File: config.mk
export PLATFORM = sky130hd
export DESIGN_NAME = thread_select_unit
export DESIGN_NICKNAME = d
export VERILOG_FILES = /design/src/rtl/tsu_pkg.sv /design/src/rtl/tsu_rr_pick.sv /design/src/rtl/tsu_pc_bank.sv /design/src/rtl/tsu_refill_ctr.sv /design/src/rtl/thread_select_unit.sv
export SDC_FILE = /design/constraint.sdc
export NUM_CORES = 1
export LEC_CHECK = 0
export BUFFER_PORTS_ARGS = -buffer_cell sky130_fd_sc_hd__buf_2
export CORE_MARGIN = 5
export CORE_UTILIZATION = 50
export CTS_CLUSTER_DIAMETER = 100
export DETAILED_ROUTE_END_ITERATION = 8
export GPL_TIMING_DRIVEN = 1
export PLACE_DENSITY_LB_ADDON = 0.12
export SYNTH_ARGS = -nofsm -noshare
export SYNTH_HDL_FRONTEND = slang
export SYNTH_HIERARCHICAL = 1
export SYNTH_SLANG_ARGS = --single-unit
export TNS_END_PERCENT = 1
File: constraint.sdc
create_clock -name clk -period 3.7 [get_ports clk]
set_input_delay 0.555 -clock clk [delete_from_list [all_inputs] [get_ports clk]]
set_output_delay 0.555 -clock clk [all_outputs]
set_load 0.005 [all_outputs]
File: src/rtl/tsu_pkg.sv
package tsu_pkg;

  typedef enum logic {
    POLICY_INTERLEAVE = 1'b0,
    POLICY_BLOCK      = 1'b1
  } policy_e;

  // Wrap-around step through a ring of n entries.
  function automatic int ring_step(input int base, input int off, input int n);
    int r;
    r = base + off;
    if (r >= n) r = r - n;
    return r;
  endfunction

endpackage

File: src/rtl/tsu_rr_pick.sv
module tsu_rr_pick #(
  parameter int N_THREADS = 4,
  parameter int TID_W     = 2
) (
  input  logic [N_THREADS-1:0] req,
  input  logic [TID_W-1:0]     cur,
  output logic                 hit_any,
  output logic                 hit_other,
  output logic [TID_W-1:0]     pick
);
  import tsu_pkg::*;

  // Scan from the farthest offset down to the nearest so that the nearest
  // ready thread after cur is the one left in pick. Offset N_THREADS is cur.
  always_comb begin
    hit_any = 1'b0;
    pick    = cur;
    for (int off = N_THREADS; off >= 1; off--) begin
      int idx;
      idx = ring_step(int'(cur), off, N_THREADS);
      if (req[idx]) begin
        hit_any = 1'b1;
        pick    = TID_W'(idx);
      end
    end
  end

  assign hit_other = hit_any && (pick != cur);

endmodule

File: src/rtl/tsu_pc_bank.sv
module tsu_pc_bank #(
  parameter int N_THREADS = 4,
  parameter int TID_W     = 2,
  parameter int PC_W      = 16,
  parameter int PC_STEP   = 4,
  parameter int PC_STRIDE = 4096
) (
  input  logic             clk,
  input  logic             rst,
  input  logic             inc_en,
  input  logic [TID_W-1:0] inc_tid,
  input  logic [TID_W-1:0] rd_tid,
  output logic [PC_W-1:0]  rd_pc
);
  logic [N_THREADS-1:0][PC_W-1:0] pc_vec;

  for (genvar t = 0; t < N_THREADS; t++) begin : g_ctx
    logic [PC_W-1:0] pc_r;
    always_ff @(posedge clk) begin
      if (rst)
        pc_r <= PC_W'(t * PC_STRIDE);
      else if (inc_en && (inc_tid == TID_W'(t)))
        pc_r <= pc_r + PC_W'(PC_STEP);
    end
    assign pc_vec[t] = pc_r;
  end

  always_comb begin
    rd_pc = '0;
    for (int t = 0; t < N_THREADS; t++)
      if (rd_tid == TID_W'(t)) rd_pc = pc_vec[t];
  end

endmodule

File: src/rtl/tsu_refill_ctr.sv
module tsu_refill_ctr #(
  parameter int REFILL_CYCLES = 3,
  parameter int CNT_W         = 3
) (
  input  logic clk,
  input  logic rst,
  input  logic load,
  input  logic clear,
  output logic busy
);
  logic [CNT_W-1:0] cnt_q;

  always_ff @(posedge clk) begin
    if (rst || clear)
      cnt_q <= '0;
    else if (load)
      cnt_q <= CNT_W'(REFILL_CYCLES);
    else if (cnt_q != '0)
      cnt_q <= cnt_q - 1'b1;
  end

  assign busy = (cnt_q != '0);

endmodule

File: src/rtl/thread_select_unit.sv
module thread_select_unit #(
  parameter int N_THREADS     = 4,
  parameter int PC_W          = 16,
  parameter int PC_STEP       = 4,
  parameter int PC_STRIDE     = 4096,
  parameter int REFILL_CYCLES = 3,
  localparam int TID_W        = $clog2(N_THREADS),
  localparam int CNT_W        = $clog2(REFILL_CYCLES + 1) + 1
) (
  input  logic                 clk,
  input  logic                 rst,
  input  logic                 coarse_mode,
  input  logic [N_THREADS-1:0] thr_ready,
  input  logic                 long_stall,
  output logic [TID_W-1:0]     sel_tid,
  output logic                 issue_vld,
  output logic                 flush_req,
  output logic [PC_W-1:0]      issue_pc
);
  import tsu_pkg::*;

  policy_e          policy;
  logic             hit_any, hit_other;
  logic [TID_W-1:0] pick;
  logic             refill_busy;
  logic             issue_n, flush_n, load_n, clear_n;
  logic [TID_W-1:0] tid_n;
  logic [PC_W-1:0]  cand_pc;

  assign policy = policy_e'(coarse_mode);

  tsu_rr_pick #(.N_THREADS(N_THREADS), .TID_W(TID_W)) u_pick (
    .req       (thr_ready),
    .cur       (sel_tid),
    .hit_any   (hit_any),
    .hit_other (hit_other),
    .pick      (pick)
  );

  tsu_refill_ctr #(.REFILL_CYCLES(REFILL_CYCLES), .CNT_W(CNT_W)) u_refill (
    .clk   (clk),
    .rst   (rst),
    .load  (load_n),
    .clear (clear_n),
    .busy  (refill_busy)
  );

  tsu_pc_bank #(
    .N_THREADS (N_THREADS),
    .TID_W     (TID_W),
    .PC_W      (PC_W),
    .PC_STEP   (PC_STEP),
    .PC_STRIDE (PC_STRIDE)
  ) u_pcs (
    .clk     (clk),
    .rst     (rst),
    .inc_en  (issue_n),
    .inc_tid (tid_n),
    .rd_tid  (tid_n),
    .rd_pc   (cand_pc)
  );

  always_comb begin
    issue_n = 1'b0;
    flush_n = 1'b0;
    load_n  = 1'b0;
    clear_n = 1'b0;
    tid_n   = sel_tid;
    if (policy == POLICY_INTERLEAVE) begin
      clear_n = 1'b1;
      if (hit_any) begin
        issue_n = 1'b1;
        tid_n   = pick;
      end
    end else if (refill_busy) begin
      issue_n = 1'b0;
    end else if (long_stall) begin
      if (hit_other) begin
        tid_n   = pick;
        flush_n = 1'b1;
        load_n  = 1'b1;
      end
    end else begin
      issue_n = thr_ready[sel_tid];
    end
  end

  always_ff @(posedge clk) begin
    if (rst) begin
      sel_tid   <= '0;
      issue_vld <= 1'b0;
      flush_req <= 1'b0;
      issue_pc  <= '0;
    end else begin
      sel_tid   <= tid_n;
      issue_vld <= issue_n;
      flush_req <= flush_n;
      if (issue_n) issue_pc <= cand_pc;
    end
  end

endmodule

==> results of run 1 <==
[flip-flops by register name, summed over array words and instances (netlist names)]
name	flops
issue_vld	1
u_refill/cnt_q	3
issue_pc	16
u_pcs/g_ctx.pc_r	56
sel_tid	2
flush_req	1
[synthesized netlist by cell type, drive strengths merged]
| master | n |
|---|---|
| and4b | 1 |
| and3b | 1 |
| or3b | 1 |
| or2b | 1 |
| nor4b | 2 |
| a311o | 1 |
| or3 | 5 |
| o22ai | 1 |
| nor3b | 2 |
| dfxtp | 79 |
| o21a | 1 |
| or4 | 2 |
| a41oi | 1 |
| nand3 | 10 |
| clkbuf | 11 |
| a31o | 1 |
| nand2b | 40 |
| nand4bb | 1 |
| mux2 | 1 |
| nand4b | 3 |
| and4 | 2 |
| and3 | 4 |
| buf | 13 |
| nor4 | 20 |
| nor2b | 3 |
| nor2 | 53 |
| a2111oi | 3 |
| nand2 | 25 |
| o21ai | 6 |
| mux4 | 15 |
| nand4 | 15 |
| ha | 6 |
| a21oi | 11 |
| nand3b | 2 |
| xnor2 | 35 |
| conb | 1 |
| inv | 15 |
| o31ai | 2 |
| xor2 | 10 |
| nor3 | 11 |
| mux2i | 20 |
| and2b | 1 |
| and2 | 1 |
[final timing paths]
| kind | from | endpoint | slack (ns) | depth (start not counted) |
|---|---|---|---|---|
| setup / recovery | sel_tid[1]$_SDFF_PP0_ | u_pcs/g_ctx[3].pc_r[15]$_SDFFE_PP0P_ | 0.49 | 11 |
| hold / removal | issue_pc[15]$_SDFFE_PP0P_ | issue_pc[15]$_SDFFE_PP0P_ | 0.48 | 2 |
| setup reg to reg | sel_tid[1]$_SDFF_PP0_ | u_pcs/g_ctx[3].pc_r[15]$_SDFFE_PP0P_ | 0.49 | 11 |
| hold reg to reg | issue_pc[15]$_SDFFE_PP0P_ | issue_pc[15]$_SDFFE_PP0P_ | 0.48 | 2 |
[worst max-delay path, delay by kind of cell, from the launching register on]
kind                   cells  cell delay [ns]
AO/OA/AOI/OAI              3             0.51
XOR/XNOR                   1             0.17
flip-flops                 1             0.42
buffers and inverters      1             0.22
AND/OR/NAND/NOR            6             1.74
[metal layers]
metal,share of wire,track usage
met1,0.46,0.263
met2,0.44,0.266
met3,0.079,0.0339
met4,0.021,0.0777
met5,0,0
[stage by stage]
| step | total power [mW] | setup slack (ns) |
|---|---|---|
| 6_report | 1.80 | 0.494 |
| 2_1_floorplan | 1.09 | 0.962 |
| 4_1_cts | 1.81 | 0.497 |
| 5_1_grt | 1.87 | 0.0665 |
| 3_3_place_gp | 1.13 | 0.435 |
| 3_5_place_dp | 1.13 | 0.347 |
[cell type report]
cell class	instances	area (sq um)
Clock inverter	7	83.8
Fill cell	748	3610
Tap cell	105	131
Multi-Input combinational cell	322	2330
Timing Repair Buffer	31	178
Sequential cell	79	1580
Clock buffer	9	124
Inverter	15	56.3
[kinds of logic (layout without fill, tap and decap cells)]
family,after synthesis,in the layout,share of synthesized area
fa+ha+maj,6,6,0.0183
buf+inv,39,62,0.0490
flops,79,79,0.385
compound gates,27,27,0.0435
xor+xnor,45,45,0.0959
other cells,1,2,0.000913
simple gates,206,206,0.274
mux,36,36,0.134
[report_power, final]
| part | switching [mW] | leakage, nW | internal [mW] |
|---|---|---|---|
| combinational | 0.117 | 0.847 | 0.102 |
| clock | 0.359 | 0.103 | 0.326 |
| sequential | 0.0236 | 0.639 | 0.869 |
| total | 0.499 | 1.59 | 1.30 |
==> metrics.csv, run 1 <==
stage;metric;value;unit
outcome;status;finished, final reports clean;
die;die area;0.0101;sq mm
global_route;vias in the first global route;2869;
timing;Rel. slew slack;0.412;
place;DP Area;0.00428;sq mm
clocking;postcts setup bufs;0;
timing;Tcrit/Tclk final;0.867;
setup_path;Critical Path End Type;register;
timing;Final Skew;0.0142;ns
clocking;root buffer cell;clkbuf_8;
detailed_routing;post-route ant nets;0;
cells_and_area;Layout Cells excl Fill;568;
clocking;CTS Buffer Depth;2;
synthesis;average size of a mapped cell;9.36;sq um
timing;setup TNS;0;ns
global_route;total grt overflow;0;
setup_path;Critical Path Max Stage Delay;0.49;ns
synthesis;leading area contributor after synthesis;dfxtp_1;
detailed_routing;wire per inst;15.7;um
synthesis;Yosys cell types;51;
synthesis;Synth top area share;0.385;
detailed_routing;final wirelength;8920;um
clocking;Worst-path clk slew;0.09;ns
clocking;CTS Buf Count;9;
timing;Slew Limit Fails;0;
place;Port Buf Inserts;27;
setup_path;CP Launch Type;register;
cells_and_area;Post-layout nets;472;
clocking;hold_buf cts;0;
setup_path;Critical Setup Path Class;register to register;
die;Die W;101;um
setup_path;Cell Chain, Critical Path;nand2b_1 > a41oi_1 > o21a_1 > nand4b_1 > inv_1 > o21ai_0 > nand2_1 > nand4_1 > nor4_1 > xnor2_1 > nor2_1;
detailed_routing;first-iteration detailed-routing DRC count;183;
power_and_ir_drop;Power per Cell Area;401;mW/mm^2
setup_path;Slowest-stage cell, CP;nand4_1;
setup_path;crit path DAT;3.41;ns
clocking;H-tree levels;3;
die;Rows;33;
synthesis;synthesized area;0.00411;sq mm
cells_and_area;most frequent cells in the layout;dfxtp_1 (79), nor2_1 (53), nand2b_1 (40), xnor2_1 (35), buf_2 (27);
die;num ports;28;
global_route;initial antenna violation count;0;
cells_and_area;share of cells above drive strength 1;0.149;
setup_path;worst endpoint required time;3.91;ns
synthesis;register bit count reported by yosys;79;
timing;worst-margin pin slew;0.882;ns
place;placed cell count;552;
die;Die Span Y;101;um
global_route;largest net degree at the start of global routing;53;
clocking;CTS tree;done;
cells_and_area;P&R area growth vs syn;9.14;%
power_and_ir_drop;Static Leak;1.59;nW
clocking;Sink Count;79;
detailed_routing;Vias;3162;
global_route;GRT Overall Usage;0.182;
cells_and_area;Ant. Diodes;0;
die;Starting Density;0.508;
timing;Final Hold Viols;0;
detailed_routing;via/cell ratio;5.57;
timing;tightest hold margin;0.477;ns
place;RePlAce Congestion;0.901;
clocking;post-CTS resize count;0;
timing;Max Fclk;312;MHz
detailed_routing;TritonRoute pass-1 iters;4;
timing;final setup fails;0;
place;post-DP HPWL;6300;um
setup_path;worst-path fanout max;12;
synthesis;Synth area leaders;dfxtp_1 (38%), mux4_2 (8.2%), xnor2_1 (7.5%);
cells_and_area;most common cell after layout, fill and taps aside;dfxtp_1;
worst_hold_path;hold crit path type;register to register;
power_and_ir_drop;worst vdd ir;0.174;mV
cells_and_area;final instance area;0.00448;sq mm
synthesis;synthesis warning total;6;
detailed_routing;residual DRC count;0;
clocking;clk_lat worst skew;0.36;ns
timing;post-layout minimum cycle time;3.21;ns
job;Max Cap Viol;0;
die;core footprint;0.00809;sq mm
global_route;first-pass GRT wire length;14400;um
synthesis;Post-Synthesis Cells;439;
synthesis;register area share after synthesis;0.385;
cells_and_area;final core occ;0.554;
timing;RSZ-0062 raised after global routing;false;
Power figures use the tool's default switching activity.
==> run 2, diff against run 1 <==
PLACE_DENSITY = 0.71   (was not set)
PLACE_DENSITY_LB_ADDON = not set   (was 0.12)
==> metrics.csv, run 2 (synthesis gave the netlist of run 1 again) <==
stage;metric;value;unit
outcome;status;finished, final reports clean;
place;Port Buf Inserts;27;
die;Starting Density;0.508;
clocking;Worst-path clk slew;0.08;ns
timing;Slew Limit Fails;0;
clocking;postcts setup bufs;0;
cells_and_area;Biggest register;u_pcs/g_ctx.pc_r;
power_and_ir_drop;worst vdd ir;0.211;mV
setup_path;Setup crit start;sel_tid[1]$_SDFF_PP0_;
setup_path;worst endpoint required time;3.91;ns
clocking;CTS tree;done;
timing;Final Skew;0.00701;ns
detailed_routing;final wirelength;8910;um
timing;RSZ-0062 raised after global routing;false;
cells_and_area;register area;0.00158;sq mm
timing;final setup fails;0;
cells_and_area;area occupied by multi-input gates;0.00233;sq mm
setup_path;Critical Setup Path Class;register to register;
worst_hold_path;hold crit path type;register to register;
die;die area;0.0101;sq mm
timing;post-layout minimum cycle time;3.28;ns
die;Die W;101;um
setup_path;crit path DAT;3.49;ns
global_route;first-pass GRT wire length;14800;um
detailed_routing;via/cell ratio;5.57;
global_route;initial antenna violation count;0;
clocking;CTS Buffer Depth;2;
clocking;root buffer cell;clkbuf_8;
detailed_routing;first-iteration detailed-routing DRC count;188;
setup_path;capturing point of the worst reg2reg path;u_pcs/g_ctx[0].pc_r[10]$_SDFFE_PP0P_;
detailed_routing;residual DRC count;0;
clocking;post-CTS resize count;0;
timing;Rel. slew slack;0.331;
job;Max Cap Viol;0;
global_route;vias in the first global route;3057;
clocking;clk_lat worst skew;0.35;ns
setup_path;CP endpoint;u_pcs/g_ctx[0].pc_r[10]$_SDFFE_PP0P_;
setup_path;R2R depth;11;
cells_and_area;Largest regs;u_pcs/g_ctx.pc_r x56, issue_pc x16, u_refill/cnt_q x3;
detailed_routing;wire per inst;15.6;um
detailed_routing;post-route ant nets;0;
place;RePlAce Congestion;0.897;
detailed_routing;TritonRoute pass-1 iters;4;
detailed_routing;Vias;3177;
setup_path;Crit Reg-Reg Startpoint;sel_tid[1]$_SDFF_PP0_;
power_and_ir_drop;Power per Cell Area;421;mW/mm^2
setup_path;CP Launch Type;register;
setup_path;worst-path fanout max;13;
cells_and_area;Layout Cells excl Fill;570;
cells_and_area;FILL cells;728;
cells_and_area;most frequent cells in the layout;dfxtp_1 (79), nor2_1 (53), nand2b_1 (40), xnor2_1 (35), buf_2 (27);
timing;Max Fclk;305;MHz
timing;Tcrit/Tclk final;0.887;
clocking;CTS Buf Count;9;
power_and_ir_drop;Static Leak;1.62;nW
global_route;largest net degree at the start of global routing;69;
die;core footprint;0.00809;sq mm
clocking;H-tree levels;3;
clocking;Sink Count;79;
cells_and_area;Post-layout nets;474;
die;Die Span Y;101;um
cells_and_area;Ant. Diodes;0;
timing;setup TNS;0;ns
cells_and_area;most common cell after layout, fill and taps aside;dfxtp_1;
cells_and_area;share of cells above drive strength 1;0.153;
global_route;GRT Overall Usage;0.187;
clocking;hold_buf cts;0;
die;num ports;28;
cells_and_area;P&R area growth vs syn;10.4;%
place;placed cell count;554;
setup_path;r2r setup slk;0.42;ns
timing;worst-margin pin slew;1.00;ns
setup_path;Critical Path End Type;register;
global_route;total grt overflow;0;
cells_and_area;max reg flops;56;
timing;Final Hold Viols;0;
place;post-DP HPWL;6460;um
die;Rows;33;
-- run 2: cell count changes in the layout (fill, tap and decap cells not counted), sizes merged --
cell	before	now
clkbuf	9	11
inv	20	15
clkinvlp	1	0
buf	31	33
bufinv	1	3
clkinv	0	2
-- run 2: worst min-delay path by stage --
stage / start / to / cells after the start
after floorplan: u_pcs/g_ctx[2].pc_r[15]$_SDFFE_PP0P_ / u_pcs/g_ctx[2].pc_r[15]$_SDFFE_PP0P_ / 2
after global placement: issue_pc[0]$_SDFFE_PP0P_ / issue_pc[0]$_SDFFE_PP0P_ / 2
after detailed placement: issue_pc[13]$_SDFFE_PP0P_ / issue_pc[13]$_SDFFE_PP0P_ / 2
after CTS: issue_pc[7]$_SDFFE_PP0P_ / issue_pc[7]$_SDFFE_PP0P_ / 2
after global routing: issue_pc[13]$_SDFFE_PP0P_ / issue_pc[13]$_SDFFE_PP0P_ / 2
final: issue_pc[7]$_SDFFE_PP0P_ / issue_pc[7]$_SDFFE_PP0P_ / 2
-- run 2: routing by layer --
layer	up-vias	GRT usage	part of all wire
met5	-	0	0
met2	96	0.293	0.47
met3	11	0.0533	0.064
met4	0	0.0694	0.017
li1	1574	-	-
met1	1496	0.246	0.45
-- run 2: final cells by class --
type,instances,area share
Clock buffer,11,0.0334
Multi-Input combinational cell,322,0.514
Inverter,15,0.0124
Timing Repair Buffer,33,0.0397
Clock inverter,5,0.0229
Sequential cell,79,0.349
Tap cell,105,0.0290
-- run 2: worst max-delay path, cell delays in order, from the launching register on --
cell       delay [ns]
dfxtp_1          0.55
nand2b_1         0.18
a41oi_1          0.12
o21a_1           0.19
nand4b_1         0.15
inv_1            0.15
o21ai_0          0.24
nand2_1          0.31
nand4bb_1        0.56
nor4_1           0.48
xnor2_1          0.17
nor2_1           0.05
-- run 2: per-stage QoR --
stage                     hold slack, ns  power, mW  setup WS (ns)   util  cell area [sq um]
after floorplan                    0.455       1.09          0.962      -               4110
after global placement             0.458       1.13          0.422  0.529               4280
after detailed placement           0.464       1.13          0.305  0.529               4280
after CTS                          0.482       1.93          0.483  0.560               4530
after global routing               0.500       2.00         0.0574  0.560               4530
final                              0.474       1.91          0.417  0.560               4530
-- run 2: report_power, final --
part / internal, mW / total [mW] / switching (mW)
combinational: 0.104 / 0.221 / 0.117
sequential: 0.869 / 0.891 / 0.0223
clock: 0.485 / 0.798 / 0.313
